`src/rtl/rstctl_pkg.sv`:
```
package rstctl_pkg;

    typedef enum logic [1:0] {
        SEQ_RUN     = 2'd0,
        SEQ_HOLD    = 2'd1,
        SEQ_STRETCH = 2'd2
    } seq_state_e;

    typedef struct packed {
        logic sw;
        logic wdt;
        logic pin;
    } cause_t;

    localparam logic [7:0] ADDR_PWRCTL = 8'h87;
    localparam logic [7:0] ADDR_WDTCTL = 8'hC1;
    localparam logic [7:0] ADDR_SWRST  = 8'hE7;

    localparam int POF_BIT     = 4;
    localparam int SWRST_BIT   = 5;
    localparam int WDT_EN_BIT  = 5;
    localparam int WDT_CLR_BIT = 4;

endpackage

```
`src/rtl/rstctl_pin_filter.sv`:
```
module rstctl_pin_filter #(
    parameter int QUAL_LEN = 24
) (
    input  logic clk_i,
    input  logic pwr_good_i,
    input  logic pin_i,
    output logic qual_o
);
    localparam int CW = $clog2(QUAL_LEN + 1);

    logic [CW-1:0] run_cnt;

    always_ff @(posedge clk_i) begin
        if (!pwr_good_i || !pin_i) begin
            run_cnt <= '0;
        end else if (run_cnt != CW'(QUAL_LEN)) begin
            run_cnt <= run_cnt + CW'(1);
        end
    end

    assign qual_o = (run_cnt == CW'(QUAL_LEN));
endmodule

```
`src/rtl/rstctl_wdt.sv`:
```
module rstctl_wdt #(
    parameter int CNT_W = 15,
    parameter int PS_W  = 3,
    parameter int BASE  = 12
) (
    input  logic            clk_i,
    input  logic            pwr_good_i,
    input  logic            hold_i,
    input  logic            clr_i,
    input  logic            en_i,
    input  logic [PS_W-1:0] ps_i,
    output logic            ovf_o
);
    localparam int MAX_DIV = BASE << ((1 << PS_W) - 1);
    localparam int DIV_W   = $clog2(MAX_DIV);

    logic [DIV_W-1:0] div_q;
    logic [DIV_W-1:0] div_last;
    logic [CNT_W-1:0] cnt_q;
    logic             tick;

    always_comb begin
        div_last = DIV_W'((BASE << ps_i) - 1);
        tick     = en_i && !hold_i && (div_q == div_last);
        ovf_o    = tick && (&cnt_q);
    end

    always_ff @(posedge clk_i) begin
        if (!pwr_good_i || hold_i || clr_i) begin
            div_q <= '0;
            cnt_q <= '0;
        end else if (en_i) begin
            if (tick) begin
                div_q <= '0;
                cnt_q <= cnt_q + CNT_W'(1);
            end else begin
                div_q <= div_q + DIV_W'(1);
            end
        end
    end
endmodule

```
`src/rtl/rstctl_seq.sv`:
```
module rstctl_seq
    import rstctl_pkg::*;
#(
    parameter int STRETCH_LEN = 16
) (
    input  logic   clk_i,
    input  logic   pwr_good_i,
    input  logic   pin_hit_i,
    input  logic   wdt_hit_i,
    input  logic   sw_hit_i,
    output logic   core_rst_o,
    output cause_t cause_o
);
    localparam int RW = $clog2(STRETCH_LEN + 1);

    seq_state_e    state_q, state_nx;
    logic [RW-1:0] rem_q, rem_nx;
    logic          src_any;

    assign src_any = pin_hit_i | wdt_hit_i | sw_hit_i;

    // state register
    always_ff @(posedge clk_i) begin
        if (!pwr_good_i) begin
            state_q <= SEQ_HOLD;
            rem_q   <= RW'(STRETCH_LEN);
        end else begin
            state_q <= state_nx;
            rem_q   <= rem_nx;
        end
    end

    always_comb begin
        state_nx = state_q;
        rem_nx   = rem_q;
        unique case (state_q)
            SEQ_HOLD: begin
                if (!src_any) begin
                    state_nx = SEQ_STRETCH;
                    rem_nx   = RW'(STRETCH_LEN - 1);
                end
            end
            SEQ_STRETCH: begin
                if (src_any) begin
                    state_nx = SEQ_HOLD;
                    rem_nx   = RW'(STRETCH_LEN);
                end else if (rem_q == RW'(1)) begin
                    state_nx = SEQ_RUN;
                    rem_nx   = '0;
                end else begin
                    rem_nx = rem_q - RW'(1);
                end
            end
            SEQ_RUN: begin
                if (src_any) begin
                    state_nx = SEQ_HOLD;
                    rem_nx   = RW'(STRETCH_LEN);
                end
            end
            default: begin
                state_nx = SEQ_HOLD;
                rem_nx   = RW'(STRETCH_LEN);
            end
        endcase
    end

    // outputs
    always_comb begin
        core_rst_o = (state_q != SEQ_RUN);
    end

    always_ff @(posedge clk_i) begin
        if (!pwr_good_i) begin
            cause_o <= '0;
        end else if (pin_hit_i) begin
            cause_o <= '{sw: 1'b0, wdt: 1'b0, pin: 1'b1};
        end else if (wdt_hit_i) begin
            cause_o <= '{sw: 1'b0, wdt: 1'b1, pin: 1'b0};
        end else if (sw_hit_i) begin
            cause_o <= '{sw: 1'b1, wdt: 1'b0, pin: 1'b0};
        end
    end
endmodule

```
`src/rtl/rstctl_top.sv`:
```
module rstctl_top
    import rstctl_pkg::*;
#(
    parameter int              QUAL_LEN    = 24,
    parameter int              STRETCH_LEN = 16,
    parameter int              WDT_W       = 15,
    parameter int              PS_W        = 3,
    parameter int              WDT_BASE    = 12,
    parameter int              VEC_W       = 16,
    parameter logic [VEC_W-1:0] ISP_VEC    = 16'hF000
) (
    input  logic             clk_i,
    input  logic             pwr_good_i,
    input  logic             ext_rst_i,
    input  logic             boot_sel_i,
    input  logic             reg_wr_i,
    input  logic [7:0]       reg_addr_i,
    input  logic [7:0]       reg_wdata_i,
    output logic [7:0]       reg_rdata_o,
    output logic             core_rst_o,
    output logic [VEC_W-1:0] boot_vec_o,
    output logic [2:0]       rst_cause_o,
    output logic             por_flag_o
);
    logic            pin_hit, wdt_hit, sw_hit;
    logic            wr_ok, wdt_clr;
    logic            wdt_en;
    logic [PS_W-1:0] wdt_ps;
    logic [7:0]      pctl_bits;
    logic [7:0]      wctl_view;
    cause_t          cause;

    assign wr_ok   = reg_wr_i && !core_rst_o;
    assign sw_hit  = wr_ok && (reg_addr_i == ADDR_SWRST)  && reg_wdata_i[SWRST_BIT];
    assign wdt_clr = wr_ok && (reg_addr_i == ADDR_WDTCTL) && reg_wdata_i[WDT_CLR_BIT];

    rstctl_pin_filter #(.QUAL_LEN(QUAL_LEN)) u_pin (
        .clk_i      (clk_i),
        .pwr_good_i (pwr_good_i),
        .pin_i      (ext_rst_i),
        .qual_o     (pin_hit)
    );

    rstctl_wdt #(.CNT_W(WDT_W), .PS_W(PS_W), .BASE(WDT_BASE)) u_wdt (
        .clk_i      (clk_i),
        .pwr_good_i (pwr_good_i),
        .hold_i     (core_rst_o),
        .clr_i      (wdt_clr),
        .en_i       (wdt_en),
        .ps_i       (wdt_ps),
        .ovf_o      (wdt_hit)
    );

    rstctl_seq #(.STRETCH_LEN(STRETCH_LEN)) u_seq (
        .clk_i      (clk_i),
        .pwr_good_i (pwr_good_i),
        .pin_hit_i  (pin_hit),
        .wdt_hit_i  (wdt_hit),
        .sw_hit_i   (sw_hit),
        .core_rst_o (core_rst_o),
        .cause_o    (cause)
    );

    always_ff @(posedge clk_i) begin
        if (!pwr_good_i) begin
            por_flag_o <= 1'b1;
            pctl_bits  <= '0;
            wdt_en     <= 1'b0;
            wdt_ps     <= '0;
        end else begin
            if (core_rst_o) begin
                pctl_bits <= '0;
            end else if (wr_ok && reg_addr_i == ADDR_PWRCTL) begin
                pctl_bits <= reg_wdata_i & ~(8'h01 << POF_BIT);
                if (!reg_wdata_i[POF_BIT]) begin
                    por_flag_o <= 1'b0;
                end
            end
            if (wr_ok && reg_addr_i == ADDR_WDTCTL) begin
                wdt_en <= reg_wdata_i[WDT_EN_BIT];
                wdt_ps <= reg_wdata_i[PS_W-1:0];
            end
        end
    end

    always_ff @(posedge clk_i) begin
        if (!pwr_good_i || core_rst_o) begin
            boot_vec_o <= boot_sel_i ? ISP_VEC : '0;
        end
    end

    always_comb begin
        wctl_view             = '0;
        wctl_view[WDT_EN_BIT] = wdt_en;
        wctl_view[PS_W-1:0]   = wdt_ps;
        unique case (reg_addr_i)
            ADDR_PWRCTL: reg_rdata_o = pctl_bits | (8'(por_flag_o) << POF_BIT);
            ADDR_WDTCTL: reg_rdata_o = wctl_view;
            default:     reg_rdata_o = '0;
        endcase
    end

    assign rst_cause_o = cause;
endmodule

```
`config.mk`:
```
export PLATFORM = sky130hd
export DESIGN_NAME = rstctl_top
export DESIGN_NICKNAME = d
export VERILOG_FILES = /design/src/rtl/rstctl_pkg.sv /design/src/rtl/rstctl_pin_filter.sv /design/src/rtl/rstctl_wdt.sv /design/src/rtl/rstctl_seq.sv /design/src/rtl/rstctl_top.sv
export SDC_FILE = /design/constraint.sdc
export NUM_CORES = 1
export LEC_CHECK = 0
export BUFFER_PORTS_ARGS = -buffer_cell sky130_fd_sc_hd__buf_2
export CORE_MARGIN = 5
export CORE_UTILIZATION = 55
export DETAILED_ROUTE_END_ITERATION = 7
export PLACE_DENSITY_LB_ADDON = 0.08
export SYNTH_ARGS = -nofsm -noshare
export SYNTH_HDL_FRONTEND = slang
export SYNTH_SLANG_ARGS = --single-unit
```
`constraint.sdc`:
```
create_clock -name clk_i -period 7.2 [get_ports clk_i]
set_clock_uncertainty 0.15 [all_clocks]
set_input_delay 1.44 -clock clk_i [delete_from_list [all_inputs] [get_ports clk_i]]
set_output_delay 1.44 -clock clk_i [all_outputs]
set_load 0.01 [all_outputs]
```
* Yosys cells after proc, flatten, opt, wreduce, memory -nomap -nowiden
Index checks and enable logic that the tools add are counted.
** Storage, ports and cells
- Register bits after elaboration :: 69
- Bits of input ports :: 21
- Output and inout port bits :: 29
- Logic and storage cells :: 80
** Cells by class
- $add $sub $neg :: 5
- Eq/ne operators :: 12
- Shifts and indexed selects :: 1
- Mux-type cells :: 16
- Bitwise operators :: 6
- Reductions and logical operators :: 27
** Operator list (number)
- $eq A8 B8 Y1 const B :: 3
- $mux W5 :: 4
- $mux W16 :: 1
- $pmux W8 S2 :: 1
- $add A15 B1 Y15 const B :: 1
- $pmux W5 S3 :: 1
- $reduce_and A15 Y1 :: 1
- $mux W2 :: 6
- $add A11 B1 Y11 const B :: 1
- $eq A11 B11 Y1 :: 1
- $mux W11 :: 1
- $shl A4 B3 Y11 const A :: 1
- $sub A11 B2 Y11 const B :: 1
- $logic_and A1 B1 Y1 :: 9
- $or A8 B5 Y8 :: 1
- $pmux W2 S3 :: 1
- $reduce_and A3 Y1 :: 2
- $add A5 B1 Y5 const B :: 1
- $eq A5 B1 Y1 const B :: 1
- $eq A5 B5 Y1 const B :: 1
- $ne A5 B5 Y1 const B :: 1
- $sub A5 B1 Y5 const B :: 1
- $reduce_and A2 Y1 :: 2
- $reduce_bool A2 Y1 :: 2
- other kinds (14) :: 22

* Depth between registers and ports, before layout
- Word-level depth :: 9
- Depth in mapped cells :: 13
- Depth with buffers taken out :: 10

* By module
A second synthesis with hierarchy kept.
** Second synthesis, totals
- Cell total of the unflattened synthesis :: 387
- Area, all modules :: 3245.6 sq um
** Modules (own cells, without submodules)
- rstctl_wdt :: times used 1, cells each 187, area an instance 1524.0 sq um, sequential area each 520.5 sq um
- rstctl_top :: times used 1, cells each 103, area an instance 852.1 sq um, sequential area each 270.3 sq um
- rstctl_seq :: times used 1, cells each 67, area an instance 594.3 sq um, sequential area each 200.2 sq um
- rstctl_pin_filter :: times used 1, cells each 30, area an instance 275.3 sq um, sequential area each 100.1 sq um

* Least setup slack after synthesis
No wires, ideal clock.
- Path kind :: in2out
- Start point :: in reg_addr_i[3]
- End point :: out reg_rdata_o[0]
- Arrival :: 2.605 ns
- Data required time :: 5.610 ns
- Path slack :: 3.005 ns
- Stages on the path :: 4
- Path buffers :: 0
- Path through :: nor4bb_1 -> nand3_1 -> nor3_1 -> a22o_1
** On the way
- Cells in the longest elaborated chain, start to end :: 2
- Elaborated cells on any way between the ends :: 3
- Those cells by class :: eq/ne (2); mux (1)
** RTL lines
- start: declaration :: RTL line rstctl_top.sv:17 : input logic [7:0] reg_addr_i,
- $eq A8 B8 Y1 :: RTL line rstctl_top.sv:96 : unique case (reg_addr_i)
- $pmux W8 S2 * :: RTL line rstctl_top.sv:96
- end: declaration :: RTL line rstctl_top.sv:19 : output logic [7:0] reg_rdata_o,
Every way passes the cells marked *; elsewhere a longest branch is shown, timed or not.

* Worst setup path in the final report
- Start point :: in reg_addr_i[3]
- End point :: out reg_rdata_o[5]
The elaborated chain is that of the path after synthesis.

==> results.ini <==
[run_status]
run_status=completed

[critical_path]
arrival_ns=3.16
start_kind=primary input
r2r_start=wdt_ps[1]
timing.rr.end=u_wdt.cnt_q[11]
cp.required_ns=5.61
crit_type=primary input to output port
crit_fanout=9
ff2ff_setup_slack_ns=3.25
r2r_cells=10
end_kind=output port

[power]
p_leak_nw=1.35
power_density_mw_per_mm2=195
ir_worst_vdd_v=0.000107

[yosys]
yosysSeqAreaShare=0.337
synth_top_area_share=0.327
yosysTopAreaCell=dfxtp_1
ys.flop_type=dfxtp_1
netlist_instances=375
yosys_warnings=0
netlist_area_mm2=0.00324
syn_area_per_cell_um2=8.64
ys_async_sr_fraction=0
yosys_register_bits=54
synth_edf_count=1
synth_area_leaders=dfxtp_1, ha_1, mux2i_1
ys_types=59

[hold_path]
min_from=u_seq.cause_o[1]
min_path_type=register to register
hold_path_end=u_seq.cause_o[1]
worstHoldPathCells=2

[clock_tree]
insertion_delay_ns=0.31
cts-resized-gates=0
cts_root_buf=clkbuf_8
clockBufferDepth=2
cts_hold_buf=0
clkTransAtPathRegs_ns=0.09
cts_setup_buffers=0
cts_tree=built
clock-sinks=54
cts-buffers-inserted=5
htree_num_levels=2

[drt]
dr.pass1.iters=4
via_per_inst=5.72
ant_nets=0
routedWlPerCell_um=13.9
drc=0
vias=2699
route.final.wire_length_um=6540
initialDrtViolationCount=90

[timing]
tightest_slew_ns=1.09
fin_crit_ns=4.75
max_freq_mhz=210
finalCritPeriodShare=0.660
setup_violations=0
maxSlewViolCount=0
tns_ns=0
maxSlewHeadroom=0.275
rsz0062_at_grt=false
hold_violations=0

[floorplanning]
dieArea_mm2=0.00753
fp.dieW_um=86.8
core_area_mm2=0.00582
ioPinCount=50
start_util=0.557
rows=28
die-height_um=86.8

[finish]
fillers=565
layout.cells.non_filler=472
area_growth_pct=4.71
drive_gt1_frac=0.154
multiInputGateArea_mm2=0.00186
n_antenna_cell=0
seq_area_mm2=0.00109
nets=430

[global_route]
grt_pass1_wl_um=11000
grt_pass1_vias=2463
antenna_found_initial=0
track_usage=0.177
grt-ovfl-total=0
grt_max_degree=30

[place]
dp.cells=464
place_congestion=0.832
io_buffers=37
dp_hpwl_um=4730

[flow_run]
max_cap_viol_count=0

[cells in the final DEF, fill, tap and decap left out, drive strengths merged, types with 4 or more instances in the layout]
cell type / netlist / routed
and3: 11 / 11
a41oi: 4 / 4
and2: 5 / 5
xor2: 10 / 10
nand4: 6 / 6
nand2: 29 / 29
nor2: 29 / 29
dfxtp: 53 / 53
nor2b: 6 / 6
clkbuf: 14 / 6
a22o: 4 / 4
o31ai: 5 / 5
xnor2: 8 / 8
nand3: 25 / 25
a21oi: 19 / 19
mux2i: 13 / 13
ha: 13 / 13
or3: 10 / 10
o21ai: 15 / 15
conb: 1 / 12
nor3: 7 / 7
or4: 4 / 4
inv: 17 / 17
buf: 19 / 37
[power breakdown]
| group | internal (mW) | leakage, nW | switching, mW |
|---|---|---|---|
| combinational | 0.0584 | 0.865 | 0.0927 |
| clock | 0.0776 | 0.0472 | 0.102 |
| sequential | 0.315 | 0.439 | 0.0148 |
[layout make-up]
type,count,share of cell area
clock buffer,6,0.0243
tap,75,0.0277
clock inverter,2,0.00369
sequential,54,0.322
inverter,17,0.0188
multi-input combinational,281,0.549
timing repair buffer,37,0.0546
[metrics by stage]
| step | instance area, um^2 | utilization | hold slack, ns | worst slack, ns | power, mW |
|---|---|---|---|---|---|
| after global routing | 3390 | 0.583 | 0.359 | 2.25 | 0.698 |
| after floorplan | 3280 | - | 0.297 | 3.01 | 0.458 |
| final | 3390 | 0.583 | 0.318 | 2.45 | 0.661 |
| after global placement | 3300 | 0.567 | 0.296 | 2.54 | 0.485 |
| after detailed placement | 3300 | 0.567 | 0.306 | 2.48 | 0.487 |
| after CTS | 3390 | 0.583 | 0.322 | 2.46 | 0.664 |
[critical path, stage by stage]
cell	delay, ns
buf_2	0.10
nor4bb_1	0.33
nand3_1	0.17
nor3_1	0.73
a22o_1	0.27
buf_2	0.13
[worst max-delay path by stage]
stage               cells after the start        endpoint     startpoint  slack, ns
floorplan                               4  reg_rdata_o[0]  reg_addr_i[3]       3.01
global placement                        6  reg_rdata_o[1]  reg_addr_i[3]       2.54
detailed placement                      6  reg_rdata_o[5]  reg_addr_i[3]       2.48
CTS                                     6  reg_rdata_o[5]  reg_addr_i[3]       2.46
global route                            6  reg_rdata_o[5]  reg_addr_i[3]       2.25
finish                                  6  reg_rdata_o[5]  reg_addr_i[3]       2.45
[metal layers]
layer | share of wire | GRT usage
met1 | 0.48 | 0.240
met2 | 0.47 | 0.289
met3 | 0.048 | 0.0285
met4 | 0.0044 | 0.0510
met5 | 0 | 0
[logic make-up after synthesis]
| group | synth area share |
|---|---|
| other | 0.00116 |
| adder cells (fa/ha/maj) | 0.0533 |
| buffers and inverters | 0.101 |
| AO/OA/AOI/OAI | 0.171 |
| AND/OR/NAND/NOR | 0.248 |
| multiplexers | 0.0402 |
| XOR/XNOR | 0.0486 |
| flip-flops | 0.337 |
[Yosys cell counts, types with 2 or more instances]
library cell	number
a22o_1	4
ha_1	13
clkbuf_8	2
nor2b_1	6
nor2_1	29
o22ai_1	2
and2_1	5
a41oi_1	4
a21boi_0	2
or2_2	3
or4_1	4
and3_1	7
buf_4	15
clkbuf_1	12
a211o_1	3
or3_1	10
o21ai_0	15
mux2i_1	13
nand2b_1	2
inv_1	17
buf_6	4
nand4b_1	3
nand2_1	29
a21oi_1	19
o2111ai_1	2
and4_1	2
o311ai_0	3
o31ai_1	5
o2111a_1	3
and4b_1	2
xor2_1	10
nand4_1	6
dfxtp_1	53
xnor2_1	8
nor3_1	7
and3_2	4
nand3_1	25
[state kept, by name, summed over array words and instances, names as in the netlist]
signal and flops:
u_wdt.div_q 11, por_flag_o 1, u_pin.run_cnt 5, pctl_bits 7
u_seq.cause_o 3, wdt_en 1, u_seq.rem_q 5, boot_vec_o 1
wdt_ps 3, u_seq.state_q 2, u_wdt.cnt_q 15
No activity file was read; power rests on OpenSTA's default activity.
